$ cat src/rtl/pfwin_pkg.sv
package pfwin_pkg;

    localparam int CFG_W      = 16;
    localparam int CFG_OFF_W  = 8;
    localparam int BE_W       = CFG_W / 8;
    localparam int CAP_W      = 4;
    localparam int ADDR_W     = 64;
    localparam int LOW_W      = 32;
    localparam int GRAN_SHIFT = 20;
    localparam int FIELD_W    = LOW_W - GRAN_SHIFT;
    localparam int UPPER_W    = ADDR_W - LOW_W;
    localparam int KEY_W      = UPPER_W + FIELD_W;

    localparam logic [CFG_OFF_W-1:0] OFF_BASE     = 8'h24;
    localparam logic [CFG_OFF_W-1:0] OFF_LIMIT    = 8'h26;
    localparam logic [CFG_OFF_W-1:0] OFF_UBASE_LO = 8'h28;
    localparam logic [CFG_OFF_W-1:0] OFF_UBASE_HI = 8'h2A;
    localparam logic [CFG_OFF_W-1:0] OFF_ULIM_LO  = 8'h2C;
    localparam logic [CFG_OFF_W-1:0] OFF_ULIM_HI  = 8'h2E;

    localparam logic [CAP_W-1:0] CAP_ADDR32 = 4'h0;
    localparam logic [CAP_W-1:0] CAP_ADDR64 = 4'h1;

    typedef enum logic [2:0] {
        SEL_NONE,
        SEL_BASE,
        SEL_LIMIT,
        SEL_UBASE_LO,
        SEL_UBASE_HI,
        SEL_ULIM_LO,
        SEL_ULIM_HI
    } reg_sel_e;

    typedef struct packed {
        logic [UPPER_W-1:0] ubase;
        logic [FIELD_W-1:0] base;
        logic [UPPER_W-1:0] ulim;
        logic [FIELD_W-1:0] lim;
    } win_cfg_t;

    function automatic reg_sel_e decode_off(input logic [CFG_OFF_W-1:0] off);
        case (off)
            OFF_BASE:     return SEL_BASE;
            OFF_LIMIT:    return SEL_LIMIT;
            OFF_UBASE_LO: return SEL_UBASE_LO;
            OFF_UBASE_HI: return SEL_UBASE_HI;
            OFF_ULIM_LO:  return SEL_ULIM_LO;
            OFF_ULIM_HI:  return SEL_ULIM_HI;
            default:      return SEL_NONE;
        endcase
    endfunction

    function automatic logic [CFG_W-1:0] lane_merge(
        input logic [CFG_W-1:0] old_v,
        input logic [CFG_W-1:0] new_v,
        input logic [BE_W-1:0]  be
    );
        logic [CFG_W-1:0] r;
        r = old_v;
        for (int i = 0; i < BE_W; i++) begin
            if (be[i]) r[i*8 +: 8] = new_v[i*8 +: 8];
        end
        return r;
    endfunction

endpackage

$ cat src/rtl/pfwin_cfg_regs.sv
module pfwin_cfg_regs
    import pfwin_pkg::*;
#(
    parameter bit WIDE = 1'b1
) (
    input  logic                 clk,
    input  logic                 rst,
    input  logic                 cfg_we,
    input  logic [CFG_OFF_W-1:0] cfg_off,
    input  logic [BE_W-1:0]      cfg_be,
    input  logic [CFG_W-1:0]     cfg_wdata,
    output logic [CFG_W-1:0]     cfg_rdata,
    output win_cfg_t             win
);
    localparam logic [CAP_W-1:0] CAP = WIDE ? CAP_ADDR64 : CAP_ADDR32;
    localparam int HALF = CFG_W;

    reg_sel_e            sel;
    logic [FIELD_W-1:0]  base_q, lim_q;
    logic [UPPER_W-1:0]  ubase_q, ulim_q;
    logic [CFG_W-1:0]    base_nx, lim_nx;
    logic                unused_ro_bits;

    assign sel = decode_off(cfg_off);

    // Merge with the current register image; the read-only nibble is dropped.
    always_comb begin
        base_nx = lane_merge({base_q, CAP}, cfg_wdata, cfg_be);
        lim_nx  = lane_merge({lim_q,  CAP}, cfg_wdata, cfg_be);
    end
    assign unused_ro_bits = ^{base_nx[CAP_W-1:0], lim_nx[CAP_W-1:0]};

    always_ff @(posedge clk) begin
        if (rst) begin
            base_q <= '0;
            lim_q  <= '0;
        end else if (cfg_we) begin
            if (sel == SEL_BASE)  base_q <= base_nx[CFG_W-1:CAP_W];
            if (sel == SEL_LIMIT) lim_q  <= lim_nx[CFG_W-1:CAP_W];
        end
    end

    generate
        if (WIDE) begin : g_wide
            always_ff @(posedge clk) begin
                if (rst) begin
                    ubase_q <= '0;
                    ulim_q  <= '0;
                end else if (cfg_we) begin
                    case (sel)
                        SEL_UBASE_LO: ubase_q[0 +: HALF]    <= lane_merge(ubase_q[0 +: HALF],    cfg_wdata, cfg_be);
                        SEL_UBASE_HI: ubase_q[HALF +: HALF] <= lane_merge(ubase_q[HALF +: HALF], cfg_wdata, cfg_be);
                        SEL_ULIM_LO:  ulim_q[0 +: HALF]     <= lane_merge(ulim_q[0 +: HALF],     cfg_wdata, cfg_be);
                        SEL_ULIM_HI:  ulim_q[HALF +: HALF]  <= lane_merge(ulim_q[HALF +: HALF],  cfg_wdata, cfg_be);
                        default: ;
                    endcase
                end
            end
        end else begin : g_narrow
            assign ubase_q = '0;
            assign ulim_q  = '0;
        end
    endgenerate

    always_comb begin
        case (sel)
            SEL_BASE:     cfg_rdata = {base_q, CAP};
            SEL_LIMIT:    cfg_rdata = {lim_q, CAP};
            SEL_UBASE_LO: cfg_rdata = ubase_q[0 +: HALF];
            SEL_UBASE_HI: cfg_rdata = ubase_q[HALF +: HALF];
            SEL_ULIM_LO:  cfg_rdata = ulim_q[0 +: HALF];
            SEL_ULIM_HI:  cfg_rdata = ulim_q[HALF +: HALF];
            default:      cfg_rdata = '0;
        endcase
    end

    assign win = '{ubase: ubase_q, base: base_q, ulim: ulim_q, lim: lim_q};

endmodule

$ cat src/rtl/pfwin_cmp.sv
module pfwin_cmp
    import pfwin_pkg::*;
(
    input  win_cfg_t         win,
    input  logic [KEY_W-1:0] req_key,
    output logic [KEY_W-1:0] base_key,
    output logic [KEY_W-1:0] limit_key,
    output logic             hit
);
    assign base_key  = {win.ubase, win.base};
    assign limit_key = {win.ulim,  win.lim};

    // Comparing megabyte indices is the same as treating the limit's low 20 bits as all ones.
    assign hit = (req_key >= base_key) && (req_key <= limit_key);
endmodule

$ cat src/rtl/pfwin_decoder.sv
module pfwin_decoder
    import pfwin_pkg::*;
#(
    parameter bit CAP_WIDE = 1'b1
) (
    input  logic                 clk,
    input  logic                 rst,
    input  logic                 cfg_we,
    input  logic [CFG_OFF_W-1:0] cfg_off,
    input  logic [BE_W-1:0]      cfg_be,
    input  logic [CFG_W-1:0]     cfg_wdata,
    output logic [CFG_W-1:0]     cfg_rdata,
    input  logic [ADDR_W-1:0]    req_addr,
    output logic                 req_hit
);
    win_cfg_t          win_q;
    logic [KEY_W-1:0]  base_key, limit_key;
    logic              unused_low_addr;

    assign unused_low_addr = ^req_addr[GRAN_SHIFT-1:0];

    pfwin_cfg_regs #(.WIDE(CAP_WIDE)) u_regs (
        .clk       (clk),
        .rst       (rst),
        .cfg_we    (cfg_we),
        .cfg_off   (cfg_off),
        .cfg_be    (cfg_be),
        .cfg_wdata (cfg_wdata),
        .cfg_rdata (cfg_rdata),
        .win       (win_q)
    );

    pfwin_cmp u_cmp (
        .win       (win_q),
        .req_key   (req_addr[ADDR_W-1:GRAN_SHIFT]),
        .base_key  (base_key),
        .limit_key (limit_key),
        .hit       (req_hit)
    );
endmodule

$ cat config.mk
export PLATFORM = sky130hd
export DESIGN_NAME = pfwin_decoder
export DESIGN_NICKNAME = d
export VERILOG_FILES = /design/src/rtl/pfwin_pkg.sv /design/src/rtl/pfwin_cfg_regs.sv /design/src/rtl/pfwin_cmp.sv /design/src/rtl/pfwin_decoder.sv
export SDC_FILE = /design/constraint.sdc
export NUM_CORES = 1
export LEC_CHECK = 0
export BUFFER_PORTS_ARGS = -buffer_cell sky130_fd_sc_hd__clkbuf_2
export CAP_MARGIN = 20
export CORE_MARGIN = 3
export CORE_UTILIZATION = 30
export CTS_BUF_LIST = sky130_fd_sc_hd__clkbuf_4 sky130_fd_sc_hd__clkbuf_8
export DETAILED_ROUTE_END_ITERATION = 8
export PLACE_DENSITY = 0.54
export SYNTH_ARGS = -nofsm -noshare
export SYNTH_HDL_FRONTEND = slang
export SYNTH_SLANG_ARGS = --single-unit
$ cat constraint.sdc
create_clock -name clk -period 1.9 [get_ports clk]
set_input_delay 0.285 -clock clk [delete_from_list [all_inputs] [get_ports clk]]
set_output_delay 0.285 -clock clk [all_outputs]
set_load 0.05 [all_outputs]
==> flow_summary_export.csv <==
group,metric,value,unit
outcome,run_status,"complete, but fails checks",
outcome,failed_checks,"setup timing",
place,placedInstanceArea,8220,um^2
timing,layout_worst_path_cycle_share,144,%
power,share_comb_of_total_power,15.9,%
global_routing,number_of_global_route_vias_before_repair,5646,
power,power-per-cell-area,416,nW/um^2
clocking,clock_latency,0.38,ns
synth,yosysMostFrequentCell,"sky130_fd_sc_hd__nor2_1",
synth,synth_edf_count,0,
critical_path,crit_arrival,2.46,ns
timing,tightest_pin_transition,0.419,ns
worst_hold_path,holdPathEnd,"u_regs.ubase_q[2]$_SDFFE_PP0P_",
critical_path,critPathMaxFanout,3,
floorplanning,dieHeight,147,um
floorplanning,floorplan.initialDensity,31.2,%
critical_path,setup.reg_to_reg.worst_slack,1.10,ns
synth,share_of_flip_flops_with_an_asynchronous_set_or_reset_after_synthesis,0,%
global_routing,maximum_number_of_pins_on_one_net_before_global_route_repair,89,
clocking,clockRootBuffer,"sky130_fd_sc_hd__clkbuf_8",
floorplanning,placementRows,50,
power,p_leak,0.00391,uW
clocking,clkTransAtPathRegs,0.09,ns
synth,synth_seq_cells,88,
clocking,cts_hold_buffers,0,
worst_hold_path,worst_hold_path_type,"in -> reg",
floorplanning,die_area,21600,um^2
timing,setup_viol,13,
routing,drtPass1Iterations,5,
layout,finalNonFillerCells,1175,
routing,drc_errors,0,
critical_path,timing.rr.start,"u_regs.lim_q[5]$_SDFFE_PP0P_",
layout,layout-area-overhead-vs-synth,51.8,%
synth,synth_seq_area_share,29.5,%
synth,synth_flop_cell,"sky130_fd_sc_hd__dfxtp_1",
routing,route.vias.total,5602,
global_routing,gr-total-overflow,0,
timing,slew_violations,0,
timing,rsz0062_at_grt,"yes",
power,sequentialPowerShare,48.9,%
timing,period_needed,2.74,ns
timing,clock.fmax,365,MHz
clocking,tritoncts.num_buffers,9,
floorplanning,io_pins,110,
clocking,cts_htree_levels,3,
floorplanning,fp.dieW,147,um
routing,ant_nets,0,
routing,finalWirelength,19.5,mm
place,dp_hpwl,15.2,mm
timing,hold_violations,0,
global_routing,track_usage,18.3,%
synth,synthTopCellsByArea,"sky130_fd_sc_hd__dfxtp_1, sky130_fd_sc_hd__ha_1, sky130_fd_sc_hd__mux2i_1",
worst_hold_path,worstHoldStart,"cfg_wdata[2]",
layout,finish.utilization,47.3,%
clocking,cts_max_path_buffers,2,
synth,netlist_instances,683,
power,report.power.total,3770,uW
critical_path,critical_path.startpoint_type,"flop",
critical_path,path_class,"reg -> out",
synth,synthDominantCellAreaShare,29.5,%
routing,routed_via_density,4.77,
place,placement.io_buffers,89,
worst_hold_path,worstHoldPathCells,3,
clocking,clock_tree_from_tritoncts,"yes",
synth,synth_top_cell_by_area,"sky130_fd_sc_hd__dfxtp_1",
critical_path,worst_setup_path_end_kind,"output pin",
synth,total_number_of_yosys_warnings,0,
synth,synth.lib_cells_used.distinct,45,
power,switching_share,27.9,%
routing,route.detailed.wl_per_inst,16.6,um
synth,synth_nets,864,
layout,antenna-diode-count,0,
floorplanning,design.core.area,19100,um^2
place,placedCellCount,1152,
critical_path,rr_worst_depth,3,
global_routing,first_pass_grt_wire_length,31.0,mm
routing,number_of_drc_markers_in_iteration_0,262,
place,gp_congestion,0.823,
power,power_report.internal_total,2720,uW
critical_path,r2r-end,"u_regs.lim_q[5]$_SDFFE_PP0P_",
clocking,clkSinkCount,88,
layout,post-route-cell-area,9060,um^2
timing,timing.slew.headroom,72.1,%
timing,post-route-worst-setup-slack,-0.840,ns
layout,drive_above_1_share,41.4,%
critical_path,cp.required,1.62,ns
power,p_sw,1050,uW
power,largest_voltage_drop_on_the_vdd_net,0.243,mV
flow_run,count_of_max_cap_constraint_violations,0,
layout,numnets_final,1093,
synth,post_synth_most_frequent_cells,"sky130_fd_sc_hd__nor2_1, sky130_fd_sc_hd__mux2i_1, sky130_fd_sc_hd__dfxtp_1, sky130_fd_sc_hd__ha_1, sky130_fd_sc_hd__inv_1",
power,pwr-share-clk,35.2,%
timing,skew,0,ns
synth,synth.cell_area,5970,um^2
timing,timing.hold.ws,0.215,ns
global_routing,antenna_violations_before_repair,0,
synth,post_synth.cell_area_avg,8.74,um^2
==> worst max path at each step <==
| stage | start | cells after the start | to | slack (ns) |
|---|---|---|---|---|
| final | u_regs.lim_q[9]$_SDFFE_PP0P_ | 8 | req_hit | -0.84 |
| after global routing | u_regs.base_q[6]$_SDFFE_PP0P_ | 9 | req_hit | -0.95 |
| after CTS | u_regs.lim_q[1]$_SDFFE_PP0P_ | 9 | req_hit | -0.85 |
| after detailed placement | req_addr[31] | 9 | req_hit | -0.57 |
| after global placement | req_addr[31] | 9 | req_hit | -0.53 |
| after floorplan | u_regs.ulim_q[5]$_SDFFE_PP0P_ | 8 | req_hit | -0.33 |
==> routing by layer <==
layer  GRT usage [%]  wire length (um)  vias up
met5               0                 0        -
met4            4.38               232        0
met3            2.78               731       15
met2            28.9              8760       98
met1            26.4              9800     2627
li1                -                 -     2862
==> through the flow <==
stage / setup WS (ns) / setup TNS [ns]
floorplan: -0.326 / -0.326
global placement: -0.529 / -13.51
detailed placement: -0.570 / -13.40
CTS: -0.853 / -2.99
global route: -0.947 / -4.03
finish: -0.840 / -3.02
==> cells by family (layout without fill, tap and decap cells) <==
family,count (synthesis),in the layout,synth area share (%)
flip-flops,88,88,29.5
buffers and inverters,113,345,7.55
AND/OR/NAND/NOR,189,189,16.0
multiplexers,92,92,16.1
AO/OA/AOI/OAI,113,113,12.4
adder cells (fa/ha/maj),88,88,18.4
==> sequential cells by signal, indices dropped and copies added, names as in the netlist <==
register,cells
u_regs.ulim_q,32
u_regs.base_q,12
u_regs.lim_q,12
u_regs.ubase_q,32
==> area by class of cell <==
type | count | area (um^2)
Fill cell | 1879 | 10100
Multi-Input combinational cell | 482 | 4350
Timing Repair Buffer | 244 | 2080
Sequential cell | 88 | 1790
Inverter | 87 | 327
Tap cell | 260 | 325
Clock buffer | 10 | 131
Clock inverter | 4 | 47.5
==> layout by cell type, fill, tap and decap left out, types with 7 or more instances in the layout <==
cell type                  count
sky130_fd_sc_hd__ha_1         73
sky130_fd_sc_hd__buf_12       26
sky130_fd_sc_hd__a22oi_2      22
sky130_fd_sc_hd__nand4_1      15
sky130_fd_sc_hd__buf_4       133
sky130_fd_sc_hd__inv_1        81
sky130_fd_sc_hd__mux2i_1      88
sky130_fd_sc_hd__dfxtp_1      63
sky130_fd_sc_hd__clkbuf_2     71
sky130_fd_sc_hd__nand2_1      22
sky130_fd_sc_hd__buf_6         7
sky130_fd_sc_hd__nand3_1       8
sky130_fd_sc_hd__a21o_1        8
sky130_fd_sc_hd__o21ai_0       8
sky130_fd_sc_hd__nor2_1       96
sky130_fd_sc_hd__ha_4         15
sky130_fd_sc_hd__a21oi_1      31
sky130_fd_sc_hd__nand3_4      14
sky130_fd_sc_hd__clkbuf_8      9
sky130_fd_sc_hd__a22oi_1      17
sky130_fd_sc_hd__dfxtp_2      25
==> power by group through the flow <==
stage | sequential (uW) | combinational (uW) | clock, uW
after floorplan | 1890 | 256 | 0
after detailed placement | 1890 | 543 | 0
after global placement | 1890 | 536 | 0
after CTS | 1840 | 578 | 1360
final | 1840 | 600 | 1330
after global routing | 1840 | 667 | 1430
==> critical path: stages (launching register included) <==
cell and delay, ns:
sky130_fd_sc_hd__dfxtp_2 0.33, sky130_fd_sc_hd__inv_1 0.09, sky130_fd_sc_hd__ha_4 0.21, sky130_fd_sc_hd__nand4_1 0.20, sky130_fd_sc_hd__a21oi_2 0.07, sky130_fd_sc_hd__a2111o_1 0.46, sky130_fd_sc_hd__a311oi_2 0.35, sky130_fd_sc_hd__a2bb2oi_4 0.21
sky130_fd_sc_hd__buf_12 0.16
==> timing repair <==
item                                   in CTS  in global routing
endpoints found under the hold margin       0                  0
gates cloned                                2                  0
setup endpoints to repair                  17                 27
resized for setup                          87                 39
pin swaps                                  23                 17
buffers inserted                            7                  0
(Power assumes the default switching activity.)
